<file path="config.mk">
export PLATFORM = sky130hd
export DESIGN_NAME = sio_irq_ctrl
export DESIGN_NICKNAME = d
export VERILOG_FILES = /design/src/rtl/sio_irq_pkg.sv /design/src/rtl/sio_irq_level_cmp.sv /design/src/rtl/sio_irq_rx_timeout.sv /design/src/rtl/sio_irq_sticky.sv /design/src/rtl/sio_irq_ctrl.sv
export SDC_FILE = /design/constraint.sdc
export NUM_CORES = 1
export LEC_CHECK = 0
export BUFFER_PORTS_ARGS = -buffer_cell sky130_fd_sc_hd__buf_2
export CORE_MARGIN = 5
export CORE_UTILIZATION = 43
export DETAILED_ROUTE_END_ITERATION = 12
export PLACE_DENSITY_LB_ADDON = 0.1
export SYNTH_ARGS = -nofsm -noshare
export SYNTH_HDL_FRONTEND = slang
export SYNTH_SLANG_ARGS = --single-unit
</file>
<file path="constraint.sdc">
create_clock -name clk -period 4.4 [get_ports clk]
set_input_delay 1.1 -clock clk [delete_from_list [all_inputs] [get_ports clk]]
set_output_delay 1.1 -clock clk [all_outputs]
set_load 0.02 [all_outputs]
</file>
<file path="src/rtl/sio_irq_pkg.sv">
package sio_irq_pkg;
  localparam int N_SRC   = 4;
  localparam int IDX_TX  = 3;
  localparam int IDX_RX  = 2;
  localparam int IDX_TO  = 1;
  localparam int IDX_OVR = 0;
  typedef logic [N_SRC-1:0] irq_vec_t;
endpackage

</file>
<file path="src/rtl/sio_irq_level_cmp.sv">
module sio_irq_level_cmp #(
  parameter int LVL_W    = 4,
  parameter int THR      = 4,
  parameter bit AT_ABOVE = 1'b0,
  parameter bit RST_VAL  = 1'b0
) (
  input  logic             clk,
  input  logic             rst,
  input  logic [LVL_W-1:0] level,
  output logic             flag_q
);
  logic hit;

  generate
    if (AT_ABOVE) begin : g_above
      assign hit = (level >= LVL_W'(THR));
    end else begin : g_below
      assign hit = (level <= LVL_W'(THR));
    end
  endgenerate

  always_ff @(posedge clk) begin
    if (rst) flag_q <= RST_VAL;
    else     flag_q <= hit;
  end
endmodule

</file>
<file path="src/rtl/sio_irq_rx_timeout.sv">
module sio_irq_rx_timeout #(
  parameter int LVL_W        = 4,
  parameter int TIMEOUT_BITS = 32
) (
  input  logic             clk,
  input  logic             rst,
  input  logic [LVL_W-1:0] rx_level,
  input  logic             rx_pop,
  input  logic             frame_done,
  input  logic             idle,
  input  logic             bit_tick,
  input  logic             sw_clr,
  output logic             flag_q
);
  localparam int CNT_W = (TIMEOUT_BITS > 1) ? $clog2(TIMEOUT_BITS) : 1;

  logic [CNT_W-1:0] cnt_q;
  logic fifo_empty, drain, restart, run, expire, hw_clr;

  assign fifo_empty = (rx_level == '0);
  assign drain      = rx_pop && (rx_level == LVL_W'(1));
  assign hw_clr     = fifo_empty || drain || frame_done;
  assign restart    = hw_clr || !idle;
  assign run        = !restart && bit_tick;
  assign expire     = run && (cnt_q == CNT_W'(TIMEOUT_BITS - 1));

  always_ff @(posedge clk) begin
    if (rst || restart || expire) cnt_q <= '0;
    else if (run)                 cnt_q <= cnt_q + CNT_W'(1);
  end

  always_ff @(posedge clk) begin
    if (rst)                   flag_q <= 1'b0;
    else if (expire)           flag_q <= 1'b1;
    else if (hw_clr || sw_clr) flag_q <= 1'b0;
  end
endmodule

</file>
<file path="src/rtl/sio_irq_sticky.sv">
module sio_irq_sticky (
  input  logic clk,
  input  logic rst,
  input  logic set,
  input  logic clr,
  output logic flag_q
);
  always_ff @(posedge clk) begin
    if (rst)      flag_q <= 1'b0;
    else if (set) flag_q <= 1'b1;
    else if (clr) flag_q <= 1'b0;
  end
endmodule

</file>
<file path="src/rtl/sio_irq_ctrl.sv">
module sio_irq_ctrl
  import sio_irq_pkg::*;
#(
  parameter int DEPTH        = 8,
  parameter int TIMEOUT_BITS = 32,
  parameter int LVL_W        = $clog2(DEPTH + 1)
) (
  input  logic             clk,
  input  logic             rst,
  input  logic [LVL_W-1:0] tx_level,
  input  logic [LVL_W-1:0] rx_level,
  input  logic             rx_frame_done,
  input  logic             rx_pop,
  input  logic             bit_tick,
  input  logic             engine_idle,
  input  logic             mask_wr,
  input  logic [3:0]       mask_wdata,
  input  logic             clr_wr,
  input  logic [3:0]       clr_wdata,
  output logic             rx_accept,
  output logic [3:0]       raw_status,
  output logic [3:0]       mask_status,
  output logic [3:0]       masked_status,
  output logic             irq
);
  localparam int HALF = DEPTH / 2;

  irq_vec_t raw, mask_q;
  logic rx_full, ovr_set;

  assign rx_full   = (rx_level == LVL_W'(DEPTH));
  assign ovr_set   = rx_frame_done && rx_full;
  assign rx_accept = rx_frame_done && !rx_full;

  sio_irq_level_cmp #(.LVL_W(LVL_W), .THR(HALF), .AT_ABOVE(1'b0), .RST_VAL(1'b1)) u_tx_low (
    .clk(clk), .rst(rst), .level(tx_level), .flag_q(raw[IDX_TX])
  );

  sio_irq_level_cmp #(.LVL_W(LVL_W), .THR(HALF), .AT_ABOVE(1'b1), .RST_VAL(1'b0)) u_rx_high (
    .clk(clk), .rst(rst), .level(rx_level), .flag_q(raw[IDX_RX])
  );

  sio_irq_rx_timeout #(.LVL_W(LVL_W), .TIMEOUT_BITS(TIMEOUT_BITS)) u_timeout (
    .clk(clk), .rst(rst), .rx_level(rx_level), .rx_pop(rx_pop),
    .frame_done(rx_frame_done), .idle(engine_idle), .bit_tick(bit_tick),
    .sw_clr(clr_wr && clr_wdata[IDX_TO]), .flag_q(raw[IDX_TO])
  );

  sio_irq_sticky u_overrun (
    .clk(clk), .rst(rst), .set(ovr_set),
    .clr(clr_wr && clr_wdata[IDX_OVR]), .flag_q(raw[IDX_OVR])
  );

  always_ff @(posedge clk) begin
    if (rst)          mask_q <= '0;
    else if (mask_wr) mask_q <= mask_wdata;
  end

  assign raw_status    = raw;
  assign mask_status   = mask_q;
  assign masked_status = raw & mask_q;
  assign irq           = |(raw & mask_q);
endmodule

</file>
==> summary.txt, run 1 <==
Status
  • Status: finished clean

Drt
  • DRT Wirelength: 1.38 mm
  • Detailed router's first-iteration violation count: 9
  • Post-route DRC: 0
  • DR vias/cell: 4.97
  • Via count of the routed design: 577
  • DRT Pass-1 Iters: 4
  • Remaining antenna violation count after routing: 0
  • Routed wirelength normalized by instance count: 11.9 µm

Setup path
  • Startpoint kind of the worst setup timing path: input port
  • Setup CP Type: input port to output pin
  • Peak per-stage delay on the critical path: 370 ps
  • Highest net fanout along the worst path: 2
  • Worst path slowest cell: sky130_fd_sc_hd__nor4b_1
  • Worst Path Buf+Inv: 2
  • Cell-by-cell trace of the critical path: buf_2 > nor4b_1 > nor2b_1 > buf_2
  • Signal arrival time at the worst endpoint: 1820 ps
  • Minimum setup slack among reg-to-reg paths: 2850 ps
  • Most common cell on crit path: sky130_fd_sc_hd__buf_2
  • Worst path top cell family by delay: simple AND/OR/NAND/NOR gates
  • Nature of the critical path endpoint: output pin
  • Required arrival time at the worst endpoint: 3300 ps

Hold path
  • Class of the worst hold path: flop to flop

Clocking
  • CTS Root Cell: sky130_fd_sc_hd__clkbuf_4
  • PostCTS Resize Cnt: 0
  • Deepest level of the CTS H-tree: 1
  • Number of buffers inserted by hold repair at cts: 0
  • Clock latency on the worst-skew pair: 270 ps
  • Post-CTS setup buffer count: 0
  • Clock slew at the register clock pins of the worst setup and hold paths: 80 ps
  • Number of clock buffers inserted by TritonCTS: 3
  • Clock sink count: 13
  • TritonCTS clock tree: done
  • Clock Tree Buf Depth: 2

STA
  • Unrepaired setup endpoints after global routing: false
  • Highest clock rate: 343 MHz
  • Worst slew slack as a fraction of its limit: 76.0%
  • Final total negative setup slack: 0 ps
  • Pins Over Slew Limit: 0
  • Final worst path period need: 2920 ps
  • Endpoints failing setup: 0
  • Final cycle utilization of the critical path: 66.3%
  • Worst Skew: 5.28 ps
  • Worst slew pin tran: 355 ps
  • Endpoints failing hold: 0

Die
  • Starting utilization of the core area: 46.3%
  • Total core area: 1330 µm²
  • Die Y-Extent: 47.9 µm
  • DIE WIDTH: 47.9 µm
  • Site Rows: 13
  • DIE AREA: 2300 µm²
  • I/O pin count: 38

Global route
  • Number of antenna violations at the first check in global routing: 0
  • Global-route wire length before repair: 2.08 mm
  • Vias in the first global route: 541
  • Grt total ovfl: 0
  • Total global-route track usage: 12.9%
  • Pin count of the biggest net entering global routing: 10

Synthesis
  • Number of instances in the synthesized netlist: 68
  • Count of different cell masters after synthesis: 29
  • Syn Std Cell Area: 618 µm²
  • Synth Area per Inst: 9.09 µm²
  • YS warnings: 0
  • Leading area contributor after synthesis: sky130_fd_sc_hd__dfxtp_1
  • Syn nets: 94
  • Register bit count reported by yosys: 13
  • Area contributors post-synth: sky130_fd_sc_hd__dfxtp_1 42%, sky130_fd_sc_hd__mux2i_1 6.5%, sky130_fd_sc_hd__nor2_1 5.5%
  • Seq/Total Area, Yosys: 42.1%
  • Fraction of synthesized cell area taken by the top area cell type: 42.1%

Final layout
  • Number of inserted diodes: 0
  • Area overhead of the layout relative to synthesis: 29.4%
  • Final Non-Filler Cells: 116
  • # nets final: 128
  • Layout cells sized above 1: 41.6%
  • Filler Cells Inserted: 120
  • Final instance area: 800 µm²
  • Final standard cell utilization of the core: 59.9%

Place
  • I/O Buffers: 35
  • Placed cells: 112
  • Area post-placement: 773 µm²
  • Global placement routability congestion: 0.652

Run
  • Max-cap violations: 0

Pwr
  • PwrDens: 290 nW/µm²
  • Reported leakage power: 0.000401 µW
  • Worst vdd ir: 0.000145 V
==> tightest hold or removal path: stages, from the launching register on <==
cell and delay (ps):
sky130_fd_sc_hd__dfxtp_1 320, sky130_fd_sc_hd__nand2_1 50, sky130_fd_sc_hd__a21oi_1 50
==> placed cells by master, fill, tap and decap left out, types with 2 or more instances in the layout <==
| cell type | netlist | routed |
|---|---|---|
| sky130_fd_sc_hd__ha_1 | 2 | 2 |
| sky130_fd_sc_hd__nand3_1 | 4 | 4 |
| sky130_fd_sc_hd__nor2_1 | 9 | 9 |
| sky130_fd_sc_hd__clkbuf_4 | 0 | 3 |
| sky130_fd_sc_hd__xor2_1 | 2 | 2 |
| sky130_fd_sc_hd__nor2b_1 | 2 | 2 |
| sky130_fd_sc_hd__and2_1 | 4 | 4 |
| sky130_fd_sc_hd__buf_2 | 1 | 35 |
| sky130_fd_sc_hd__dfxtp_1 | 13 | 13 |
| sky130_fd_sc_hd__nand2_1 | 3 | 3 |
| sky130_fd_sc_hd__mux2i_1 | 4 | 4 |
| sky130_fd_sc_hd__a21oi_1 | 2 | 2 |
| sky130_fd_sc_hd__or3_1 | 2 | 2 |
==> sequential cells by signal, indices dropped and copies added (netlist names) <==
name,flops
u_timeout.cnt_q,5
mask_status,4
u_overrun.flag_q,1
u_rx_high.flag_q,1
u_tx_low.flag_q,1
u_timeout.flag_q,1
==> final timing paths <==
| path | start | endpoint | cells past startpoint |
|---|---|---|---|
| worst max-delay path | rx_level[1] | rx_accept | 4 |
| worst min-delay path | u_timeout.cnt_q[4] | u_timeout.cnt_q[4] | 2 |
| worst max register to register | u_timeout.cnt_q[0] | u_timeout.cnt_q[1] | 6 |
| worst min register to register | u_timeout.cnt_q[4] | u_timeout.cnt_q[4] | 2 |
==> metal layers <==
metal	up-vias	global-route usage, %	share of wire (%)
met5	-	0	0
met4	0	4.84	0
met3	0	3.76	8.7
met2	19	21.9	51
met1	255	15.1	40
li1	303	-	-
==> final cells by class <==
cell class	instances	area, µm²	share of cell area [%]
repair buffers	35	175	21.9
clock buffers	4	26.3	3.29
flip-flops and latches	13	260	32.6
well taps	15	18.8	2.35
multi-input cells	49	319	39.9
==> cells by family (layout without fill, tap and decap cells) <==
kind of cell	Yosys count	after routing	share of synthesized area [%]
xor+xnor	2	2	2.83
compound gates	11	11	13.0
fa+ha+maj	2	2	4.05
mux	4	4	6.48
flops	13	13	42.1
simple gates	30	30	25.3
buf+inv	6	39	6.27
==> per-stage QoR <==
stage | hold slack (ps) | worst slack (ps) | total power, µW
6_report | 465 | 1480 | 232
4_1_cts | 468 | 1470 | 237
3_5_place_dp | 456 | 1460 | 163
2_1_floorplan | 441 | 1680 | 147
3_3_place_gp | 454 | 1460 | 162
5_1_grt | 493 | 1390 | 244
==> power by group <==
part / leakage (µW) / internal (µW) / switching, µW
Combinational: 0.000280 / 16.1 / 20.7
Sequential: 0.000106 / 121 / 1.95
Clock: 0.0000150 / 35.1 / 36.5
==> synthesized netlist by cell type (all sizes together) <==
cell / count
and3: 2
xor2: 2
o22ai: 1
a21boi: 1
buf: 5
o21ai: 1
dfxtp: 13
a21oi: 3
a22oi: 1
nand3: 4
nor2b: 2
a211oi: 1
nor4b: 1
and2: 4
o211ai: 1
nor2: 9
nand2: 4
or3: 2
o21a: 1
nor3: 1
mux2i: 4
ha: 2
o21bai: 1
clkbuf: 1
or4: 1
No activity file was read; power rests on OpenSTA's default activity.
==> run 2, diff against run 1 <==
CORE_UTILIZATION = 40   (was 43)
clock period = 2.94 ns   (was 4.4 ns; I/O delays follow)
==> run 2 against run 1 <==
Critical path depth is the same. Clock-buffer cell count did not move. Hold slack improved by 4.5 ps. Sequential share of layout area is 0.051 points lower.
==> summary.txt, run 2 (synthesized netlist as in run 1, its figures left out) <==
Final layout
  • Number of inserted diodes: 0 (unchanged)
  • Leading cell types in the layout, fill and taps excluded: 35 x sky130_fd_sc_hd__buf_2, 13 x sky130_fd_sc_hd__dfxtp_1, 9 x sky130_fd_sc_hd__nor2_1
  • Commonest non-fill, non-tap cell in the layout: sky130_fd_sc_hd__buf_2
  • Total area of sequential cells: 260 µm² (unchanged)
  • Flip-flop count of the largest register after layout: 5 (unchanged)
  • Area of the multi-input gates: 319 µm² (unchanged)
  • Area overhead of the layout relative to synthesis: 29.6%
  • Final Non-Filler Cells: 117 (+0.86%)
  • Layout cells sized above 1: 41.6% (unchanged)
  • Filler Cells Inserted: 151 (+26%)
  • Register bank with the most flops: u_timeout.cnt_q
  • # nets final: 128 (unchanged)

Drt
  • Remaining antenna violation count after routing: 0 (unchanged)
  • Via count of the routed design: 583 (+1.0%)
  • DRT Wirelength: 1.38 mm (-0.43%)
  • Post-route DRC: 0 (unchanged)
  • DR vias/cell: 4.98 (+0.18%)
  • Routed wirelength normalized by instance count: 11.8 µm (-1.3%)
  • Detailed router's first-iteration violation count: 7 (-2)
  • DRT Pass-1 Iters: 3 (-1)

Setup path
  • Worst Path Buf+Inv: 2 (unchanged)
  • Cell-by-cell trace of the critical path: buf_2 > nor4b_1 > nor2b_1 > buf_2
  • Peak per-stage delay on the critical path: 430 ps (+60 ps)
  • Cell depth of the worst flop-to-flop path: 6 (unchanged)
  • Setup CP Type: input port to output pin
  • Minimum setup slack among reg-to-reg paths: 1390 ps (-1460 ps)
  • Startpoint kind of the worst setup timing path: input port
  • Nature of the critical path endpoint: output pin
  • Signal arrival time at the worst endpoint: 1510 ps (-310 ps)
  • Reg-to-reg critical path endpoint: u_timeout.cnt_q[4]
  • Worst path top cell family by delay: simple AND/OR/NAND/NOR gates
  • Most common cell on crit path: sky130_fd_sc_hd__buf_2
  • Highest net fanout along the worst path: 2 (unchanged)
  • Worst path slowest cell: sky130_fd_sc_hd__nor4b_1
  • Required arrival time at the worst endpoint: 2200 ps (-1100 ps)
  • R2r startpoint: u_timeout.cnt_q[0]

Clocking
  • Number of buffers inserted by hold repair at cts: 0 (unchanged)
  • Clock Tree Buf Depth: 2 (unchanged)
  • CTS Root Cell: sky130_fd_sc_hd__clkbuf_4
  • Post-CTS setup buffer count: 0 (unchanged)
  • TritonCTS clock tree: done
  • Clock slew at the register clock pins of the worst setup and hold paths: 80 ps (about the same)
  • Clock latency on the worst-skew pair: 270 ps (about the same)
  • Deepest level of the CTS H-tree: 1 (unchanged)
  • Number of clock buffers inserted by TritonCTS: 3 (unchanged)
  • PostCTS Resize Cnt: 0 (unchanged)
  • Clock sink count: 13 (unchanged)

Global route
  • Vias in the first global route: 583 (+7.8%)
  • Total global-route track usage: 12.1% (-0.79 points)
  • Pin count of the biggest net entering global routing: 10 (unchanged)
  • Grt total ovfl: 0 (unchanged)
  • Number of antenna violations at the first check in global routing: 0 (unchanged)
  • Global-route wire length before repair: 2.34 mm (+12%)

Pwr
  • Net switching fraction of the power: 25.7% (+0.19 points)
  • Net switching power: 89.4 µW (+51%)
  • Worst vdd ir: 0.000216 V (+49%)
  • Clock network fraction of design power: 31.1% (+0.2 points)
  • PwrDens: 434 nW/µm² (+50%)
  • Fraction of power consumed by combinational cells: 15.8% (about the same)
  • Internal power consumption: 258 µW (+50%)
  • Reported leakage power: 0.000401 µW (unchanged)
  • Power share of the sequential group: 53.1% (about the same)

STA
  • Worst slew slack as a fraction of its limit: 71.5% (-4.5 points)
  • Endpoints failing setup: 0 (unchanged)
  • Final worst path period need: 2250 ps
  • Final cycle utilization of the critical path: 76.5%
  • Highest clock rate: 445 MHz
  • Unrepaired setup endpoints after global routing: false
  • Worst Skew: 3.05 ps (-2.23 ps)
  • Final setup slack of the worst path: 690 ps (-791 ps)
  • Endpoints failing hold: 0 (unchanged)
  • Worst slew pin tran: 421 ps (+66.1 ps)
  • Final total negative setup slack: 0 ps (unchanged)
  • Pins Over Slew Limit: 0 (unchanged)
  • Worst hold slack: 469 ps (+4.51 ps)

Die
  • Total core area: 1490 µm² (+12%)
  • I/O pin count: 38 (unchanged)
  • DIE WIDTH: 49.3 µm (+2.9%)
  • Die Y-Extent: 49.3 µm (+2.9%)
  • Site Rows: 14 (+1)
  • DIE AREA: 2430 µm² (+5.9%)
  • Starting utilization of the core area: 41.5% (-4.8 points)

Place
  • Global placement routability congestion: 0.725 (+11%)
  • Detail Placement HPWL: 1.13 mm
  • Worst slack, placed: 716 ps (-743 ps)
  • I/O Buffers: 35 (unchanged)
  • Placed cells: 113 (+0.89%)

Hold path
  • Cell count of the worst hold path: 2 (unchanged)
  • Class of the worst hold path: flop to flop
  • Worst hold path startpoint: u_timeout.cnt_q[4]
  • Worst Hold End: u_timeout.cnt_q[4]

Run
  • Max-cap violations: 0 (unchanged)

Status
  • Status: finished clean
==> run 2: cell type report <==
| class | instances | area share, % |
|---|---|---|
| multi-input combinational | 49 | 39.8 |
| sequential | 13 | 32.5 |
| timing repair buffer | 35 | 21.9 |
| clock buffer | 4 | 3.28 |
| tap | 16 | 2.50 |
==> run 2: through the flow <==
stage          area, µm²  total power, µW  utilization [%]
2_1_floorplan        618              220                -
3_3_place_gp         774              244             52.0
3_5_place_dp         774              244             52.0
4_1_cts              801              356             53.8
5_1_grt              801              375             53.8
6_report             801              348             53.8
==> run 2: worst max path at each step <==
stage                           start  slack [ps]   endpoint  cells past startpoint
after floorplan           rx_level[1]         950  rx_accept                      2
after global placement    rx_level[1]         720  rx_accept                      4
after detailed placement  rx_level[1]         720  rx_accept                      4
after CTS                 rx_level[1]         720  rx_accept                      4
after global routing      rx_level[1]         610  rx_accept                      4
final                     rx_level[1]         690  rx_accept                      4
==> run 2: layer usage <==
layer	track usage, %	share of wire [%]	up-vias	wire length [µm]
li1	-	-	302	-
met3	5.50	10	2	142
met5	0	0	-	0
met2	20.0	49	18	673
met1	13.0	40	261	551
met4	5.38	0.73	0	10
==> run 2: worst min-delay path: stages (launching register included) <==
cell and delay, ps:
sky130_fd_sc_hd__dfxtp_1 320, sky130_fd_sc_hd__nand2_1 50, sky130_fd_sc_hd__a21oi_1 50
==> run 2: power groups by stage <==
stage,registers [µW],clock network (µW),logic [µW]
3_3_place_gp,189,0,54.8
3_5_place_dp,189,0,55.4
2_1_floorplan,192,0,27.4
5_1_grt,186,128,60.4
4_1_cts,185,115,55.6
6_report,185,108,55.0
